$ cat src/rtl/refclk_pkg.sv
package refclk_pkg;
  localparam int CTRL_W      = 32;
  localparam int NUM_PLL     = 3;
  localparam int NUM_OUT     = 2;
  // stage control word fields
  localparam int PLL_RST_BIT = 0;
  localparam int PLL_PD_BIT  = 1;
  localparam int PLL_BYP_BIT = 4;
  localparam int PLL_MUL_LSB = 12;
  localparam int MUL_W       = 7;
  // reference control word fields
  localparam int EN_LSB      = 0;
  localparam int SEL_LSB     = 4;
  localparam int SEL_W       = 2;
  localparam int DIV_LSB     = 8;
  localparam int DIV_W       = 6;

  localparam int PIDX_W      = $clog2(NUM_PLL);

  // two select codes share stage 0
  function automatic logic [PIDX_W-1:0] sel_to_pll(input logic [SEL_W-1:0] s);
    case (s)
      2'd2:    return PIDX_W'(1);
      2'd3:    return PIDX_W'(2);
      default: return PIDX_W'(0);
    endcase
  endfunction
endpackage

$ cat src/rtl/refclk_pll_stage.sv
module refclk_pll_stage
  import refclk_pkg::*;
#(
  parameter int PER_W = 12
) (
  input  logic              clk,
  input  logic              rst_n,
  input  logic              base_tick,
  input  logic [CTRL_W-1:0] ctrl,
  output logic              tick_o
);
  localparam logic [PER_W-1:0] PER_MAX = '1;

  logic [PER_W-1:0] cnt_q, cnt_d, per_q, per_d, acc_q, acc_d;
  logic [PER_W:0]   sum, mult_x, per_x;
  logic [MUL_W-1:0] mult;
  logic             bypass, halted, hit;
  logic             unused_fields;

  assign unused_fields = ^{ctrl[CTRL_W-1:PLL_MUL_LSB+MUL_W], ctrl[PLL_MUL_LSB-1:PLL_BYP_BIT+1],
                           ctrl[PLL_BYP_BIT-1:PLL_PD_BIT+1]};

  assign mult   = ctrl[PLL_MUL_LSB +: MUL_W];
  assign bypass = ctrl[PLL_BYP_BIT];
  assign halted = ctrl[PLL_RST_BIT] | ctrl[PLL_PD_BIT] | (mult == '0) | (per_q == '0);

  // phase accumulator: M steps per cycle, wrap at the measured period
  assign mult_x = (PER_W+1)'(mult);
  assign per_x  = {1'b0, per_q};
  assign sum    = {1'b0, acc_q} + mult_x;
  assign hit    = (sum >= per_x);

  assign tick_o = bypass ? base_tick : (~halted & hit);

  always_comb begin
    cnt_d = cnt_q;
    per_d = per_q;
    if (base_tick) begin
      cnt_d = '0;
      per_d = (cnt_q == PER_MAX) ? PER_MAX : cnt_q + 1'b1;
    end else if (cnt_q != PER_MAX) begin
      cnt_d = cnt_q + 1'b1;
    end
    if (bypass || halted) acc_d = '0;
    else if (hit)         acc_d = PER_W'(sum - per_x);
    else                  acc_d = sum[PER_W-1:0];
  end

  always_ff @(posedge clk or negedge rst_n) begin
    if (!rst_n) begin
      cnt_q <= '0;
      per_q <= '0;
      acc_q <= '0;
    end else begin
      cnt_q <= cnt_d;
      per_q <= per_d;
      acc_q <= acc_d;
    end
  end
endmodule

$ cat src/rtl/refclk_divider.sv
module refclk_divider
  import refclk_pkg::*;
(
  input  logic             clk,
  input  logic             rst_n,
  input  logic             src_tick,
  input  logic [SEL_W-1:0] sel,
  input  logic [DIV_W-1:0] div,
  output logic             pulse_o
);
  logic [SEL_W+DIV_W-1:0] cfg, cfg_q;
  logic [DIV_W-1:0]       cnt_q, cnt_d, dmax;
  logic                   changed, at_end;

  assign cfg     = {sel, div};
  assign changed = (cfg != cfg_q);
  assign dmax    = (div == '0) ? '0 : div - 1'b1;
  assign at_end  = (cnt_q >= dmax);
  assign pulse_o = src_tick & at_end & ~changed;

  always_comb begin
    if (changed)       cnt_d = '0;
    else if (src_tick) cnt_d = at_end ? '0 : cnt_q + 1'b1;
    else               cnt_d = cnt_q;
  end

  always_ff @(posedge clk or negedge rst_n) begin
    if (!rst_n) begin
      cnt_q <= '0;
      cfg_q <= '0;
    end else begin
      cnt_q <= cnt_d;
      cfg_q <= cfg;
    end
  end
endmodule

$ cat src/rtl/pll_refclk_top.sv
module pll_refclk_top
  import refclk_pkg::*;
#(
  parameter int PER_W = 12
) (
  input  logic               clk,
  input  logic               rst_n,
  input  logic               base_tick,
  input  logic [CTRL_W-1:0]  pll0_ctrl,
  input  logic [CTRL_W-1:0]  pll1_ctrl,
  input  logic [CTRL_W-1:0]  pll2_ctrl,
  input  logic [CTRL_W-1:0]  ref_ctrl,
  output logic [NUM_OUT-1:0] ref_tick
);
  logic [1:0]                     rs_q;
  logic                           rst_int_n;
  logic [NUM_PLL-1:0][CTRL_W-1:0] pll_ctrl;
  logic [NUM_PLL-1:0]             pll_tick;
  logic                           src_tick, div_pulse;
  logic [SEL_W-1:0]               sel;
  logic [NUM_OUT-1:0]             ref_d, ref_q;
  logic                           unused_ref;

  assign unused_ref = ^{ref_ctrl[CTRL_W-1:DIV_LSB+DIV_W], ref_ctrl[DIV_LSB-1:SEL_LSB+SEL_W],
                        ref_ctrl[SEL_LSB-1:EN_LSB+NUM_OUT]};

  // asynchronous assert, two-edge synchronous release
  always_ff @(posedge clk or negedge rst_n) begin
    if (!rst_n) rs_q <= 2'b00;
    else        rs_q <= {rs_q[0], 1'b1};
  end
  assign rst_int_n = rs_q[1];

  assign pll_ctrl = {pll2_ctrl, pll1_ctrl, pll0_ctrl};

  for (genvar p = 0; p < NUM_PLL; p++) begin : g_pll
    refclk_pll_stage #(.PER_W(PER_W)) u_stage (
      .clk       (clk),
      .rst_n     (rst_int_n),
      .base_tick (base_tick),
      .ctrl      (pll_ctrl[p]),
      .tick_o    (pll_tick[p])
    );
  end

  assign sel      = ref_ctrl[SEL_LSB +: SEL_W];
  assign src_tick = pll_tick[sel_to_pll(sel)];

  refclk_divider u_div (
    .clk      (clk),
    .rst_n    (rst_int_n),
    .src_tick (src_tick),
    .sel      (sel),
    .div      (ref_ctrl[DIV_LSB +: DIV_W]),
    .pulse_o  (div_pulse)
  );

  for (genvar g = 0; g < NUM_OUT; g++) begin : g_out
    assign ref_d[g] = div_pulse & ref_ctrl[EN_LSB + g];
  end

  always_ff @(posedge clk or negedge rst_int_n) begin
    if (!rst_int_n) ref_q <= '0;
    else            ref_q <= ref_d;
  end

  assign ref_tick = ref_q;
endmodule

$ cat config.mk
export PLATFORM = sky130hd
export DESIGN_NAME = pll_refclk_top
export DESIGN_NICKNAME = d
export VERILOG_FILES = /design/src/rtl/refclk_pkg.sv /design/src/rtl/refclk_pll_stage.sv /design/src/rtl/refclk_divider.sv /design/src/rtl/pll_refclk_top.sv
export SDC_FILE = /design/constraint.sdc
export NUM_CORES = 1
export LEC_CHECK = 0
export ABC_AREA = 1
export BUFFER_PORTS_ARGS = -buffer_cell sky130_fd_sc_hd__buf_2
export CAP_MARGIN = 20
export CORE_MARGIN = 5
export CORE_UTILIZATION = 55
export CTS_BUF_LIST = sky130_fd_sc_hd__clkbuf_8
export DETAILED_ROUTE_END_ITERATION = 10
export PLACE_DENSITY = 0.77
export SLEW_MARGIN = 20
export SYNTH_ARGS = -nofsm -noshare
export SYNTH_HDL_FRONTEND = slang
export SYNTH_HIERARCHICAL = 1
export SYNTH_SLANG_ARGS = --single-unit
$ cat constraint.sdc
create_clock -name clk -period 11.7 [get_ports clk]
set_input_delay 2.34 -clock clk [delete_from_list [all_inputs] [get_ports clk]]
set_output_delay 2.34 -clock clk [all_outputs]
set_load 0.005 [all_outputs]
Word level (Yosys, flattened, before mapping)

Index checks and enable logic that the tools add are counted.
Widths: inputs -> output; s select.

Bits in registers: 126
Latch bits: 0
RAM bits: 0
Memory bits (read-only): 0
Bits of input ports: 131
Memories kept: 0

$add $sub $neg: 11
Multipliers: 0
Divide/modulo/power cells: 0
$lt $le $gt $ge: 5
Eq/ne operators: 9
Shift operators: 0
Muxes and demuxes: 25
Bitwise operators: 20
Reductions and logical operators: 14

Operator list:

| operator              | count |
|---|---|
| $mux 12               | 15 |
| $add 12x7->13         | 3 |
| $ge 13x12->1          | 3 |
| $add 12x1->12 const B | 3 |
| $eq 12x12->1 const B  | 3 |
| $logic_not 12->1      | 3 |
| $ne 12x12->1 const B  | 3 |
| $sub 12x12->12        | 3 |
| $mux 6                | 4 |
| $logic_not 7->1       | 3 |
| $or 1x1->1            | 9 |
| $ne 8x8->1            | 1 |
| $reduce_bool 2->1     | 4 |
| $and 1x1->1           | 7 |
| $add 6x1->6 const B   | 1 |
| $ge 6x6->1            | 1 |
| $logic_not 6->1       | 1 |
| $sub 6x1->6 const B   | 1 |
| $eq 2x2->1 const B    | 2 |
| $mux 1                | 4 |
| $not 1->1             | 4 |
| $pmux 2 s2            | 1 |
| $logic_or 1x1->1      | 3 |
| $lt 2x3->1 const B    | 1 |
| $bmux 1 s2            | 1 |

Logic depth before layout (Yosys ltp)

Depth in word-level cells: 11
Depth in mapped cells: 31

Hierarchy

The synthesis kept the hierarchy.

By module, submodules not included:

| module                                   | instances | cells an instance | area each (µm²) | seq. area each (µm²) |
|---|---|---|---|---|
| refclk_pll_stage at g_pll[1].u_stage ... | 2         | 385               | 2832.7          | 900.9 |
| refclk_pll_stage at g_pll[0].u_stage     | 1         | 388               | 2844.0          | 900.9 |
| refclk_divider                           | 1         | 160               | 1066.0          | 350.3 |
| pll_refclk_top                           | 1         | 18                | 153.9           | 100.1 |

Worst setup path before layout

OpenSTA, ideal clock, no wires.

Path type: input port to flip-flop
Start point: input pll2_ctrl[12]
End point: register u_div.cnt_q[2]
Setup time: 113 ps
Data arrival time: 5315 ps
Required time: 11587 ps
Setup slack: 6273 ps
Cell stages on the path: 29
Buffers on the path: 1
Cells stage by stage: ha_1 > fa_1 > nand3_1 > nand2_1 > nand2_1 > nand2_1 > xor2_1 > ha_1 > nand2_2 > inv_1 > a21oi_1 > nand3_2 > nand2_2 > nand2_2 > nand2_4 > nand2_4 > buf_8 > nand2_1 > nand2_1 > inv_1 > nand2_1 > nand3_1 > nand2_1 > inv_1 > nand3_2 > nand2_1 > nand2_1 > nand2_1 > inv_1

Cells in the longest elaborated chain, start to end: 9
Elaborated cells between the ends (all ways): 11

Ends and longest elaborated chain:

| item                                                  | line                   | RTL |
|---|---|---|
| start: declaration                                    | pll_refclk_top.sv:11   | `input logic [CTRL_W-1:0] pll2_ctrl,` |
| branches (longest 4 deep; another with $add 12x7->13) | --                     |  |
| $and 1x1->1 (*)                                       | refclk_pll_stage.sv:33 | `assign tick_o = bypass ? base_tick : (~halted & hit);` |
| $mux 1 (*)                                            | refclk_pll_stage.sv:33 |  |
| via pll_tick[2]                                       | pll_refclk_top.sv:18   | `logic [NUM_PLL-1:0] pll_tick;` |
| $bmux 1 s2 (*)                                        | pll_refclk_top.sv:47   | `assign src_tick = pll_tick[sel_to_pll(sel)];` |
| $mux 1 (not written as such) (*)                      | pll_refclk_top.sv:47   |  |
| via src_tick                                          | pll_refclk_top.sv:19   | `logic src_tick, div_pulse;` |
| $reduce_bool 2->1 (no line) (*)                       | --                     |  |
| end signal: assignment                                | refclk_divider.sv:32   | `cnt_q <= cnt_d;` |
| end: declaration                                      | refclk_divider.sv:12   | `logic [DIV_W-1:0] cnt_q, cnt_d, dmax;` |

Mark *: on every way through the listed nets, which the timed path passes. The select of a mux whose other input is x is not followed.
A chain may end at the register's enable or synchronous reset.

Worst setup path after layout

Start point: input pll0_ctrl[12]
End point: register u_div.cnt_q[2]

Cells in the longest elaborated chain, start to end: 9
Elaborated cells between the ends (all ways): 11

Ends and longest elaborated chain:

| item                                                  | line                   | RTL |
|---|---|---|
| start: declaration                                    | pll_refclk_top.sv:9    | `input logic [CTRL_W-1:0] pll0_ctrl,` |
| branches (longest 4 deep; another with $add 12x7->13) | --                     |  |
| $and 1x1->1 (*)                                       | refclk_pll_stage.sv:33 |  |
| $mux 1 (*)                                            | refclk_pll_stage.sv:33 |  |
| via pll_tick[0]                                       | pll_refclk_top.sv:18   |  |
| $bmux 1 s2 (*)                                        | pll_refclk_top.sv:47   |  |
| $mux 1 (not written as such) (*)                      | pll_refclk_top.sv:47   |  |
| via src_tick                                          | pll_refclk_top.sv:19   |  |
| $reduce_bool 2->1 (no line) (*)                       | --                     |  |

Marked as above.

==> flow_metrics.env <==
export IMPL_setup_viol=0
export IMPL_fmax_mhz=175
export IMPL_dieWidth_um=143
export IMPL_io_pins=133
export IMPL_grt_antenna_before_repair=0
export IMPL_status="finished, final reports clean"
export IMPL_cts_hold_buf=0
export IMPL_worst_slew_pin_slew_ns=0.848
export IMPL_cts_resized_gates=0
export IMPL_maxUsedRoutingLayer="met4"
export IMPL_initial_core_util_pct=56.1
export IMPL_ant_nets=0
export IMPL_r2r_worst_path_cells=28
export IMPL_drtIter0Drc=481
export IMPL_finalCritPeriodShare_pct=48.7
export IMPL_areaGrowthSynthToFinish_pct=7.45
export IMPL_ys_seq_area_share_pct=32.4
export IMPL_htreeDepth=4
export IMPL_coreArea_um2=17400
export IMPL_grt_max_degree=69
export IMPL_row_count=48
export IMPL_cap_violations=0
export IMPL_vias_per_cell=5.26
export IMPL_clock_skew_final_ns=0.00867
export IMPL_clockBufferDepth=2
export IMPL_firstDrtPassIters=5
export IMPL_setup_tns_ns=0
export IMPL_chipHeight_um=143
export IMPL_dieArea_um2=20400
export IMPL_synthCells=1336
export IMPL_grt_total_usage_pct=21.4
export IMPL_cp_end_kind="flop"
export IMPL_route_met2_wl_mm=9.94
export IMPL_first_global_vias=8010
export IMPL_cts_setup_buffers=0
export IMPL_worstSetupPathType="in -> reg"
export IMPL_avgRoutedWirePerCell_um=12.7
export IMPL_synth_top_area_share_pct=32.4
export IMPL_yosys_warnings=6
export IMPL_final_nets=1582
export IMPL_min_from="rs_q[0]"
export IMPL_met3RoutedLength_um=814
export IMPL_insertion_delay_ns=0.44
export IMPL_n_antenna_cell=0
export IMPL_place_congestion=0.912
export IMPL_drc=0
export IMPL_drt_met1_wl_mm=9.50
export IMPL_cts_sinks=126
export IMPL_critPathMaxFanout=13
export IMPL_overflow=0
export IMPL_drive_gt1_share_pct=9.36
export IMPL_cts_made_buffers=17
export IMPL_vias=8483
export IMPL_arrival_ns=6.03
export IMPL_hpwlAfterDp_mm=16.4
export IMPL_finalPower_mw=1.28
export IMPL_hold_class="reg -> reg"
export IMPL_syn_nets=1541
export IMPL_rsz0062_at_grt="no"
export IMPL_port_buffers=44
export IMPL_cts_tree="built"
export IMPL_hold_depth=0
export IMPL_peakVddDrop_mv=0.112
export IMPL_min_period_ns=5.70
export IMPL_relSlewSlack_pct=43.5
export IMPL_p_leak_nw=5.60
export IMPL_crit_required_ns=12.03
export IMPL_grt_pass1_wl_mm=36.1
export IMPL_clkTransAtPathRegs_ns=0.06
export IMPL_syn_avg_cell_area_um2=7.28
export IMPL_netlist_top_cells_area="dfrtp_1, nand2_1, ha_1"
export IMPL_critPathLaunchType="primary input"
export IMPL_yosysUniqueCellTypes=42
export IMPL_p_per_area_nw_per_um2=123
export IMPL_cts_root_buf="clkbuf_8"
export IMPL_slew_violations=0
export IMPL_crit_start="pll0_ctrl[12]"
export IMPL_synth_top_area_cell="dfrtp_1"
export IMPL_final_hold_violation_count=0
export IMPL_ys_ff_latch=126
export IMPL_reg2reg_from="g_pll[1].u_stage/acc_q[0]"
export IMPL_wl_mm=20.5
export IMPL_syn_area_um2=9730
cells by family (layout without fill, tap and decap cells):
kind of cell	Yosys count	in the layout	share of synthesized area [%]
buffers and inverters	228	281	9.64
XOR/XNOR	69	69	6.21
AND/OR/NAND/NOR	685	685	32.6
other	1	1	0.0385
flip-flops	126	126	32.4
AO/OA/AOI/OAI	153	153	9.16
adder cells (fa/ha/maj)	74	74	9.98
sequential cells by signal, indices dropped and copies added, names as in the netlist:
name and count:
ref_tick 2, u_div/cnt_q 6, g_pll.u_stage/per_q 36, rs_q 2, g_pll.u_stage/acc_q 36, g_pll.u_stage/cnt_q 36
u_div/cfg_q 8
power by group:
part | switching (mW) | leakage, nW | total (mW) | internal, mW
registers | 0.0173 | 1.67 | 0.476 | 0.459
clock network | 0.157 | 0.204 | 0.342 | 0.185
logic | 0.287 | 3.72 | 0.463 | 0.176
cell type report:
cell class              count  area, µm²
clock buffers              21        289
clock inverters            10       75.1
fillers                  1603       6900
inverters                 201        756
multi-input cells         982       5640
flip-flops and latches    126       3160
well taps                 225        282
repair buffers             49        258
worst max-delay path: stages:
cell,delay [ns]
buf_2,0.11
ha_1,0.23
fa_1,0.43
a21oi_1,0.17
o21ai_1,0.12
nand2_1,0.09
nand2_2,0.10
xor2_1,0.31
ha_1,0.39
nand2_2,0.14
inv_1,0.04
a21oi_1,0.19
nand3_2,0.14
nand2_2,0.08
nand2_2,0.06
nand2_4,0.14
nand2_4,0.13
nand2_1,0.09
nand2_1,0.06
nand2_1,0.07
nand2_1,0.09
inv_1,0.13
nand3_2,0.15
nand2_1,0.08
nand2_1,0.05
nand2_1,0.06
inv_1,0.03
synth_stat cells:
library cell,count
nand2_1,343
inv_1,198
dfrtp_1,126
nor2_1,105
ha_1,68
nand3_1,68
nand4_1,58
o21ai_0,54
xor2_1,50
a21oi_1,38
nand3b_1,30
a31oi_1,29
nor3_1,27
xnor2_1,19
nand2_2,15
clkbuf_1,12
nand3_2,12
nor2_2,10
o21bai_1,8
fa_1,6
nand2_4,6
o21ai_1,6
buf_2,5
nor4_1,5
o31ai_1,5
buf_6,4
a21boi_1,3
a21o_1,3
buf_8,3
o21ai_2,3
a21oi_4,2
and2_1,2
clkbuf_4,2
inv_2,2
nor2_4,2
and3_1,1
buf_4,1
clkinv_2,1
conb_1,1
o211a_1,1
o211ai_1,1
or2_2,1
path summary, 6_finish.rpt:
check,slack [ns],end
max,6.00,u_div/cnt_q[2]
min,0.35,rs_q[1]
max reg2reg,7.65,u_div/cnt_q[2]
min reg2reg,0.35,rs_q[1]
max in group asynchronous,9.92,rs_q[1]
min in group asynchronous,0.40,g_pll[1].u_stage/acc_q[4]
per-stage QoR:
stage	instances	hold slack (ns)	cell area, µm²	setup slack, ns	util (%)
global route	1614	0.372	10500	5.65	60.2
CTS	1614	0.355	10500	6.07	60.2
floorplan	1336	0.331	9730	6.27	-
detailed placement	1583	0.339	10100	5.62	58.1
finish	1614	0.351	10500	6.00	60.2
global placement	1583	0.335	10100	5.67	58.1
cells in the final DEF (no fill, tap or decap), drive strengths merged:
cell type | synthesis | layout
nand2 | 364 | 364
inv | 200 | 205
dfrtp | 126 | 126
nor2 | 117 | 117
nand3 | 80 | 80
ha | 68 | 68
o21ai | 63 | 63
nand4 | 58 | 58
xor2 | 50 | 50
buf | 13 | 49
a21oi | 40 | 40
nand3b | 30 | 30
a31oi | 29 | 29
nor3 | 27 | 27
clkbuf | 14 | 21
xnor2 | 19 | 19
o21bai | 8 | 8
fa | 6 | 6
nor4 | 5 | 5
o31ai | 5 | 5
clkinv | 1 | 4
a21o | 3 | 3
a21boi | 3 | 3
and2 | 2 | 2
bufinv | 0 | 1
clkinvlp | 0 | 1
o211ai | 1 | 1
and3 | 1 | 1
or2 | 1 | 1
o211a | 1 | 1
conb | 1 | 1
layer usage:
layer | GRT usage, % | up-vias
li1 | - | 4434
met1 | 28.5 | 3863
met2 | 36.3 | 156
met3 | 3.92 | 30
met4 | 5.10 | 0
met5 | 0 | -
Power figures use the tool's default switching activity.
